<file path="src/rtl/aligner_pkg.sv">
package aligner_pkg;

  typedef enum logic [2:0] {
    ST_IDLE,
    ST_SEARCH,
    ST_SLIP_WAIT,
    ST_VERIFY,
    ST_LOCKED
  } alignState_t;

  // strobes from the sequencing control into the lane datapath
  typedef struct packed {
    logic lockHold;  // locked and not being dropped this cycle
    logic dropRun;   // forget any remembered start request
  } ctrlStrobe_t;

endpackage

</file>
<file path="src/rtl/aligner_datapath.sv">
module aligner_datapath
  import aligner_pkg::*;
#(
  parameter int WORD_W = 8,
  parameter logic [WORD_W-1:0] PATTERN = 8'hA5,
  parameter int SYNC_STAGES = 2
) (
  input  logic              clk,
  input  logic              rstN,
  input  logic [WORD_W-1:0] dataIn,
  input  logic [WORD_W-1:0] auxIn,
  input  logic              startReq,
  input  ctrlStrobe_t       strobe,
  output logic              wordMatch,
  output logic [WORD_W-1:0] dataOut,
  output logic [WORD_W-1:0] auxOut,
  output logic              dataWe,
  output logic              auxWe
);

  localparam int LANES = 2;
  localparam logic [WORD_W-1:0] PAT_ALT = ~PATTERN;
  localparam int HIST = SYNC_STAGES + 1;

  logic [WORD_W-1:0] laneIn  [LANES];
  logic [WORD_W-1:0] laneQ   [LANES];
  logic [WORD_W-1:0] laneOut [LANES];
  logic              laneWe  [LANES];

  logic [HIST-1:0] syncQ;
  logic            startEdge;
  logic            runFlag;
  logic            writeGate;

  assign laneIn[0] = dataIn;
  assign laneIn[1] = auxIn;

  // lane input and output registers, one set per lane
  always_ff @(posedge clk or negedge rstN) begin
    if (!rstN) begin
      for (int g = 0; g < LANES; g++) begin
        laneQ[g]   <= '0;
        laneOut[g] <= '0;
        laneWe[g]  <= 1'b0;
      end
    end else begin
      for (int g = 0; g < LANES; g++) begin
        laneQ[g]   <= laneIn[g];
        laneOut[g] <= laneQ[g];
        laneWe[g]  <= writeGate;
      end
    end
  end

  // training compare on the registered words
  assign wordMatch = (laneQ[0] == laneQ[1]) &&
                     ((laneQ[0] == PATTERN) || (laneQ[0] == PAT_ALT));

  // start request: synchronizer chain plus one history flop for the edge
  always_ff @(posedge clk or negedge rstN) begin
    if (!rstN) syncQ <= '0;
    else       syncQ <= {syncQ[HIST-2:0], startReq};
  end

  assign startEdge = syncQ[HIST-2] & ~syncQ[HIST-1];

  always_ff @(posedge clk or negedge rstN) begin
    if (!rstN)             runFlag <= 1'b0;
    else if (strobe.dropRun) runFlag <= 1'b0;
    else if (startEdge)    runFlag <= 1'b1;
  end

  assign writeGate = runFlag & strobe.lockHold;

  assign dataOut = laneOut[0];
  assign auxOut  = laneOut[1];
  assign dataWe  = laneWe[0];
  assign auxWe   = laneWe[1];

endmodule

</file>
<file path="src/rtl/aligner_control.sv">
module aligner_control
  import aligner_pkg::*;
#(
  parameter int LOCK_CNT = 8,
  parameter int SETTLE   = 4,
  parameter int MAX_SLIP = 24
) (
  input  logic        clk,
  input  logic        rstN,
  input  logic        realign,
  input  logic        wordMatch,
  output logic        slipAux,
  output logic        locked,
  output logic        alignErr,
  output ctrlStrobe_t strobe
);

  localparam int SLIP_W  = $clog2(MAX_SLIP + 1);
  localparam int MATCH_W = $clog2(LOCK_CNT + 1);
  localparam int WAIT_W  = $clog2(SETTLE + 1);
  localparam logic [SLIP_W-1:0]  SLIP_LIMIT = SLIP_W'(MAX_SLIP);
  localparam logic [MATCH_W-1:0] LOCK_LAST  = MATCH_W'(LOCK_CNT - 1);
  localparam logic [WAIT_W-1:0]  WAIT_INIT  = WAIT_W'(SETTLE);

  alignState_t       state;
  logic [SLIP_W-1:0] slipCnt;
  logic [MATCH_W-1:0] matchCnt;
  logic [WAIT_W-1:0] waitCnt;
  logic              slipQ;
  logic              errQ;

  always_ff @(posedge clk or negedge rstN) begin
    if (!rstN) begin
      state    <= ST_IDLE;
      slipCnt  <= '0;
      matchCnt <= '0;
      waitCnt  <= '0;
      slipQ    <= 1'b0;
      errQ     <= 1'b0;
    end else begin
      slipQ <= 1'b0;
      if (realign) begin
        state    <= ST_SEARCH;
        slipCnt  <= '0;
        matchCnt <= '0;
        errQ     <= 1'b0;
      end else begin
        unique case (state)
          ST_IDLE: begin
            if (!errQ) state <= ST_SEARCH;
          end
          ST_SEARCH: begin
            if (wordMatch) begin
              if (LOCK_CNT == 1) begin
                state <= ST_LOCKED;
              end else begin
                matchCnt <= MATCH_W'(1);
                state    <= ST_VERIFY;
              end
            end else if (slipCnt == SLIP_LIMIT) begin
              errQ  <= 1'b1;
              state <= ST_IDLE;
            end else begin
              slipQ   <= 1'b1;
              slipCnt <= slipCnt + 1'b1;
              waitCnt <= WAIT_INIT;
              state   <= ST_SLIP_WAIT;
            end
          end
          ST_SLIP_WAIT: begin
            if (waitCnt <= WAIT_W'(1)) state <= ST_SEARCH;
            else                       waitCnt <= waitCnt - 1'b1;
          end
          ST_VERIFY: begin
            if (wordMatch) begin
              if (matchCnt == LOCK_LAST) state <= ST_LOCKED;
              else                       matchCnt <= matchCnt + 1'b1;
            end else begin
              matchCnt <= '0;
              state    <= ST_SEARCH;
            end
          end
          ST_LOCKED: begin
            state <= ST_LOCKED;
          end
          default: state <= ST_IDLE;
        endcase
      end
    end
  end

  assign slipAux         = slipQ;
  assign locked          = (state == ST_LOCKED);
  assign alignErr        = errQ;
  assign strobe.lockHold = locked & ~realign;
  assign strobe.dropRun  = realign;

endmodule

</file>
<file path="src/rtl/lane_pair_aligner.sv">
module lane_pair_aligner
  import aligner_pkg::*;
#(
  parameter int WORD_W = 8,
  parameter logic [WORD_W-1:0] PATTERN = 8'hA5,
  parameter int LOCK_CNT = 8,
  parameter int SETTLE   = 4
) (
  input  logic              clk,
  input  logic              rstN,
  input  logic [WORD_W-1:0] dataIn,
  input  logic [WORD_W-1:0] auxIn,
  input  logic              startReq,
  input  logic              realign,
  output logic              slipAux,
  output logic              locked,
  output logic              alignErr,
  output logic [WORD_W-1:0] dataOut,
  output logic [WORD_W-1:0] auxOut,
  output logic              dataWe,
  output logic              auxWe
);

  localparam int MAX_SLIP = 3 * WORD_W;

  ctrlStrobe_t strobe;
  logic        wordMatch;

  aligner_control #(
    .LOCK_CNT (LOCK_CNT),
    .SETTLE   (SETTLE),
    .MAX_SLIP (MAX_SLIP)
  ) ctrlI (
    .clk       (clk),
    .rstN      (rstN),
    .realign   (realign),
    .wordMatch (wordMatch),
    .slipAux   (slipAux),
    .locked    (locked),
    .alignErr  (alignErr),
    .strobe    (strobe)
  );

  aligner_datapath #(
    .WORD_W      (WORD_W),
    .PATTERN     (PATTERN),
    .SYNC_STAGES (2)
  ) dpI (
    .clk       (clk),
    .rstN      (rstN),
    .dataIn    (dataIn),
    .auxIn     (auxIn),
    .startReq  (startReq),
    .strobe    (strobe),
    .wordMatch (wordMatch),
    .dataOut   (dataOut),
    .auxOut    (auxOut),
    .dataWe    (dataWe),
    .auxWe     (auxWe)
  );

endmodule

</file>
<file path="config.mk">
export PLATFORM = sky130hd
export DESIGN_NAME = lane_pair_aligner
export DESIGN_NICKNAME = d
export VERILOG_FILES = /design/src/rtl/aligner_pkg.sv /design/src/rtl/aligner_datapath.sv /design/src/rtl/aligner_control.sv /design/src/rtl/lane_pair_aligner.sv
export SDC_FILE = /design/constraint.sdc
export NUM_CORES = 1
export LEC_CHECK = 0
export CORE_MARGIN = 2
export CORE_UTILIZATION = 35
export DETAILED_ROUTE_END_ITERATION = 16
export GPL_ROUTABILITY_DRIVEN = 0
export PLACE_DENSITY = 0.62
export SLEW_MARGIN = 20
export SYNTH_ARGS = -nofsm -noshare
export SYNTH_HDL_FRONTEND = slang
export SYNTH_SLANG_ARGS = --single-unit
</file>
<file path="constraint.sdc">
create_clock -name clk -period 5.6 [get_ports clk]
set_clock_uncertainty 0.15 [all_clocks]
set_input_delay 1.12 -clock clk [delete_from_list [all_inputs] [get_ports clk]]
set_output_delay 1.12 -clock clk [all_outputs]
set_load 0.01 [all_outputs]
</file>
==> flow_summary.yaml <==
hold_path:
  holdPathStages: 0
  min_to: "dpI.syncQ[1]"
  min_from: "dpI.syncQ[0]"
  hp-class: "reg -> reg"
floorplanning:
  fp.dieArea_um2: 6870
  io_pins: 41
  dieWidth_um: 82.9
  start_util_pct: 36.6
  row_count: 28
  core-area_um2: 5960
  dieHeight_um: 82.9
grt:
  grt_pass1_wl_mm: 6.75
  grt_overflow: 0
  grt_use_total_pct: 12.0
  antenna_found_initial: 0
  grt_pass1_vias: 1457
  grt_start_max_net_pins: 55
worst_setup_path:
  end_kind: "flop"
  r2r_cells: 5
  cp_max_fo: 24
  r2r_end: "ctrlI.slipCnt[0]"
  crit_arrival_ns: 3.29
  start_kind: "primary input"
  critical_path_class: "in -> reg"
  timing.rr.start: "dpI.laneQ[12]"
  rrSetupSlack_ns: 3.31
  required_ns: 5.66
final_layout:
  drive_gt1_share_pct: 7.83
  num-fill-cells: 566
  final_common_cell: "dfrtp_1"
  multi_input_area_um2: 757
  layout_common_cells: "dfrtp_1, clkdlybuf4s50_1, nor2_1"
  post-route-util_pct: 46.2
  syn_to_final_growth_pct: 26.4
  seqCellArea_um2: 1350
  n_antenna_cell: 0
  nNetsFinal: 241
route:
  ant_nets: 0
  post_drt_via_cell_ratio: 4.84
  totalWireLength_mm: 3.88
  detail_route.wl_per_cell_um: 13.3
  drtIter0Drc: 59
  drc: 0
  vias: 1414
  dr.pass1.iters: 4
synth:
  ys_types: 42
  syn-cell-area_um2: 2180
  syn_area_per_cell_um2: 12.4
  synthCells: 175
  syn_nets: 200
  ys_ff_latch: 54
  synth-seq-area-share_pct: 62.0
  yosys_warnings: 0
clocking:
  clk_pin_slew_worst_paths_ns: 0.10
  clkLatencyLatePin_ns: 0.31
  cts-hold-fix-buffers: 0
  htree_levels: 2
  cts_setup_buffers: 0
  cts_tree: "done"
  numCtsBuffers: 5
  cts_root_buf: "clkbuf_8"
  clock_path_buffers: 2
  cts.repair.resized: 0
  numClockSinks: 54
place:
  dp_slack_ns: 2.02
  dp_hpwl_mm: 2.71
  io_buffers: 40
power:
  pwr-share-seq_pct: 53.1
  leakage_uw: 0.00115
  p_comb_share_pct: 15.0
  powerDensity_nw_per_um2: 305
  swShare_pct: 26.3
  vdd_drop_max_mv: 0.160
  total_power_uw: 839
  power_switching_uw: 221
  pwr-share-clk_pct: 31.9
  internal-power_uw: 619
run:
  drv_cap: 0
sta:
  max_freq_mhz: 309
  slew_headroom_pct: 45.8
  setup_viol: 0
  slew_viol_final: 0
  hold_viol_final: 0
  worst_slack_ns: 2.37
  rsz0062_at_grt: "false"
  worst_pin_slew_ns: 0.810
  fin_crit_ns: 3.23
  finalSetupTns_ns: 0
  min_period_over_period_pct: 57.7
status:
  status: "finished, final reports clean"
==> synth_stat cells <==
master	number	share of area [%]
dfrtp_1	54	62
nor2_1	15	2.6
nand2_1	11	1.9
inv_1	8	1.4
xnor2_1	8	3.2
nand2b_1	7	2.0
a21oi_1	6	1.4
ha_1	5	2.9
nand4_1	5	1.4
a31oi_1	4	1.1
o21ai_0	4	0.92
and4bb_1	3	1.7
mux2i_1	3	1.4
nand3_1	3	0.69
nor3b_1	3	1.0
a311oi_1	2	0.80
buf_2	2	0.46
buf_6	2	1.0
clkbuf_1	2	0.34
nand3b_1	2	0.69
nor2b_1	2	0.57
nor4b_1	2	0.80
o221ai_1	2	0.80
or3_1	2	0.57
a2111o_1	1	0.52
a2111oi_0	1	0.40
a211oi_1	1	0.34
a211oi_2	1	0.57
a22o_1	1	0.40
and3b_1	1	0.40
and4b_1	1	0.46
and4bb_2	1	0.57
buf_4	1	0.34
mux2_2	1	0.52
mux2_4	1	0.69
nor3_1	1	0.23
nor3b_2	1	0.57
nor4_2	1	0.57
o211a_1	1	0.46
o21ai_2	1	0.40
o21bai_1	1	0.34
o22a_1	1	0.40
==> through the flow <==
step / area (µm²) / cells / hold WS [ns]
global route: 2750 / 292 / 0.226
floorplan: 2180 / 175 / 0.181
CTS: 2750 / 292 / 0.212
finish: 2750 / 292 / 0.217
global placement: 2630 / 284 / 0.187
detailed placement: 2640 / 284 / 0.187
==> flip-flops by register name (all words and copies together), names as in the netlist <==
| name | count |
|---|---|
| ctrlI.alignErr | 1 |
| ctrlI.matchCnt | 4 |
| ctrlI.slipAux | 1 |
| ctrlI.slipCnt | 5 |
| ctrlI.state | 3 |
| ctrlI.waitCnt | 3 |
| dpI.auxOut | 8 |
| dpI.dataOut | 8 |
| dpI.dataWe | 1 |
| dpI.laneQ | 16 |
| dpI.runFlag | 1 |
| dpI.syncQ | 3 |
==> power by group through the flow <==
stage / Combinational, µW / Clock, µW / Sequential (µW)
floorplan: 75.1 / 0 / 449
global placement: 124 / 0 / 453
detailed placement: 127 / 0 / 453
CTS: 129 / 280 / 446
global route: 144 / 298 / 451
finish: 126 / 268 / 446
==> metal layers <==
layer  share of wire (%)  up-vias  global-route usage (%)
met3                 3.5        5                    2.98
met1                  47      684                    16.3
met5                   0        -                       0
li1                    -      698                       -
met4                0.93        0                    3.58
met2                  49       27                    19.1
==> cells by family after synthesis <==
logic type	Yosys count	synth area share, %
simple gates	61	16.8
mux	5	2.58
flops	54	62.0
fa+ha+maj	5	2.87
xor+xnor	8	3.22
compound gates	27	8.90
buf+inv	15	3.56
==> how the worst max path moves through the flow <==
stage          cells after the start          endpoint  slack, ns     from
2_1_floorplan                      4  ctrlI.waitCnt[2]       3.22  realign
3_3_place_gp                       5  ctrlI.waitCnt[2]       2.07  realign
3_5_place_dp                       5  ctrlI.waitCnt[2]       2.02  realign
4_1_cts                            5  ctrlI.waitCnt[2]       2.36  realign
5_1_grt                            5  ctrlI.waitCnt[2]       2.19  realign
6_report                           5  ctrlI.waitCnt[2]       2.37  realign
==> critical path, stage by stage <==
cell,delay (ns)
clkdlybuf4s50_1,0.82
nand2b_1,0.42
a2111oi_0,0.57
nand2_1,0.11
a22o_1,0.24
==> cell type report <==
| class | count | area share, % |
|---|---|---|
| clock inverters | 3 | 1.77 |
| well taps | 75 | 3.41 |
| inverters | 8 | 1.09 |
| repair buffers | 41 | 14.6 |
| multi-input cells | 106 | 27.5 |
| clock buffers | 5 | 2.50 |
| flip-flops and latches | 54 | 49.1 |
Note: power is estimated with default switching activity, not from simulation.
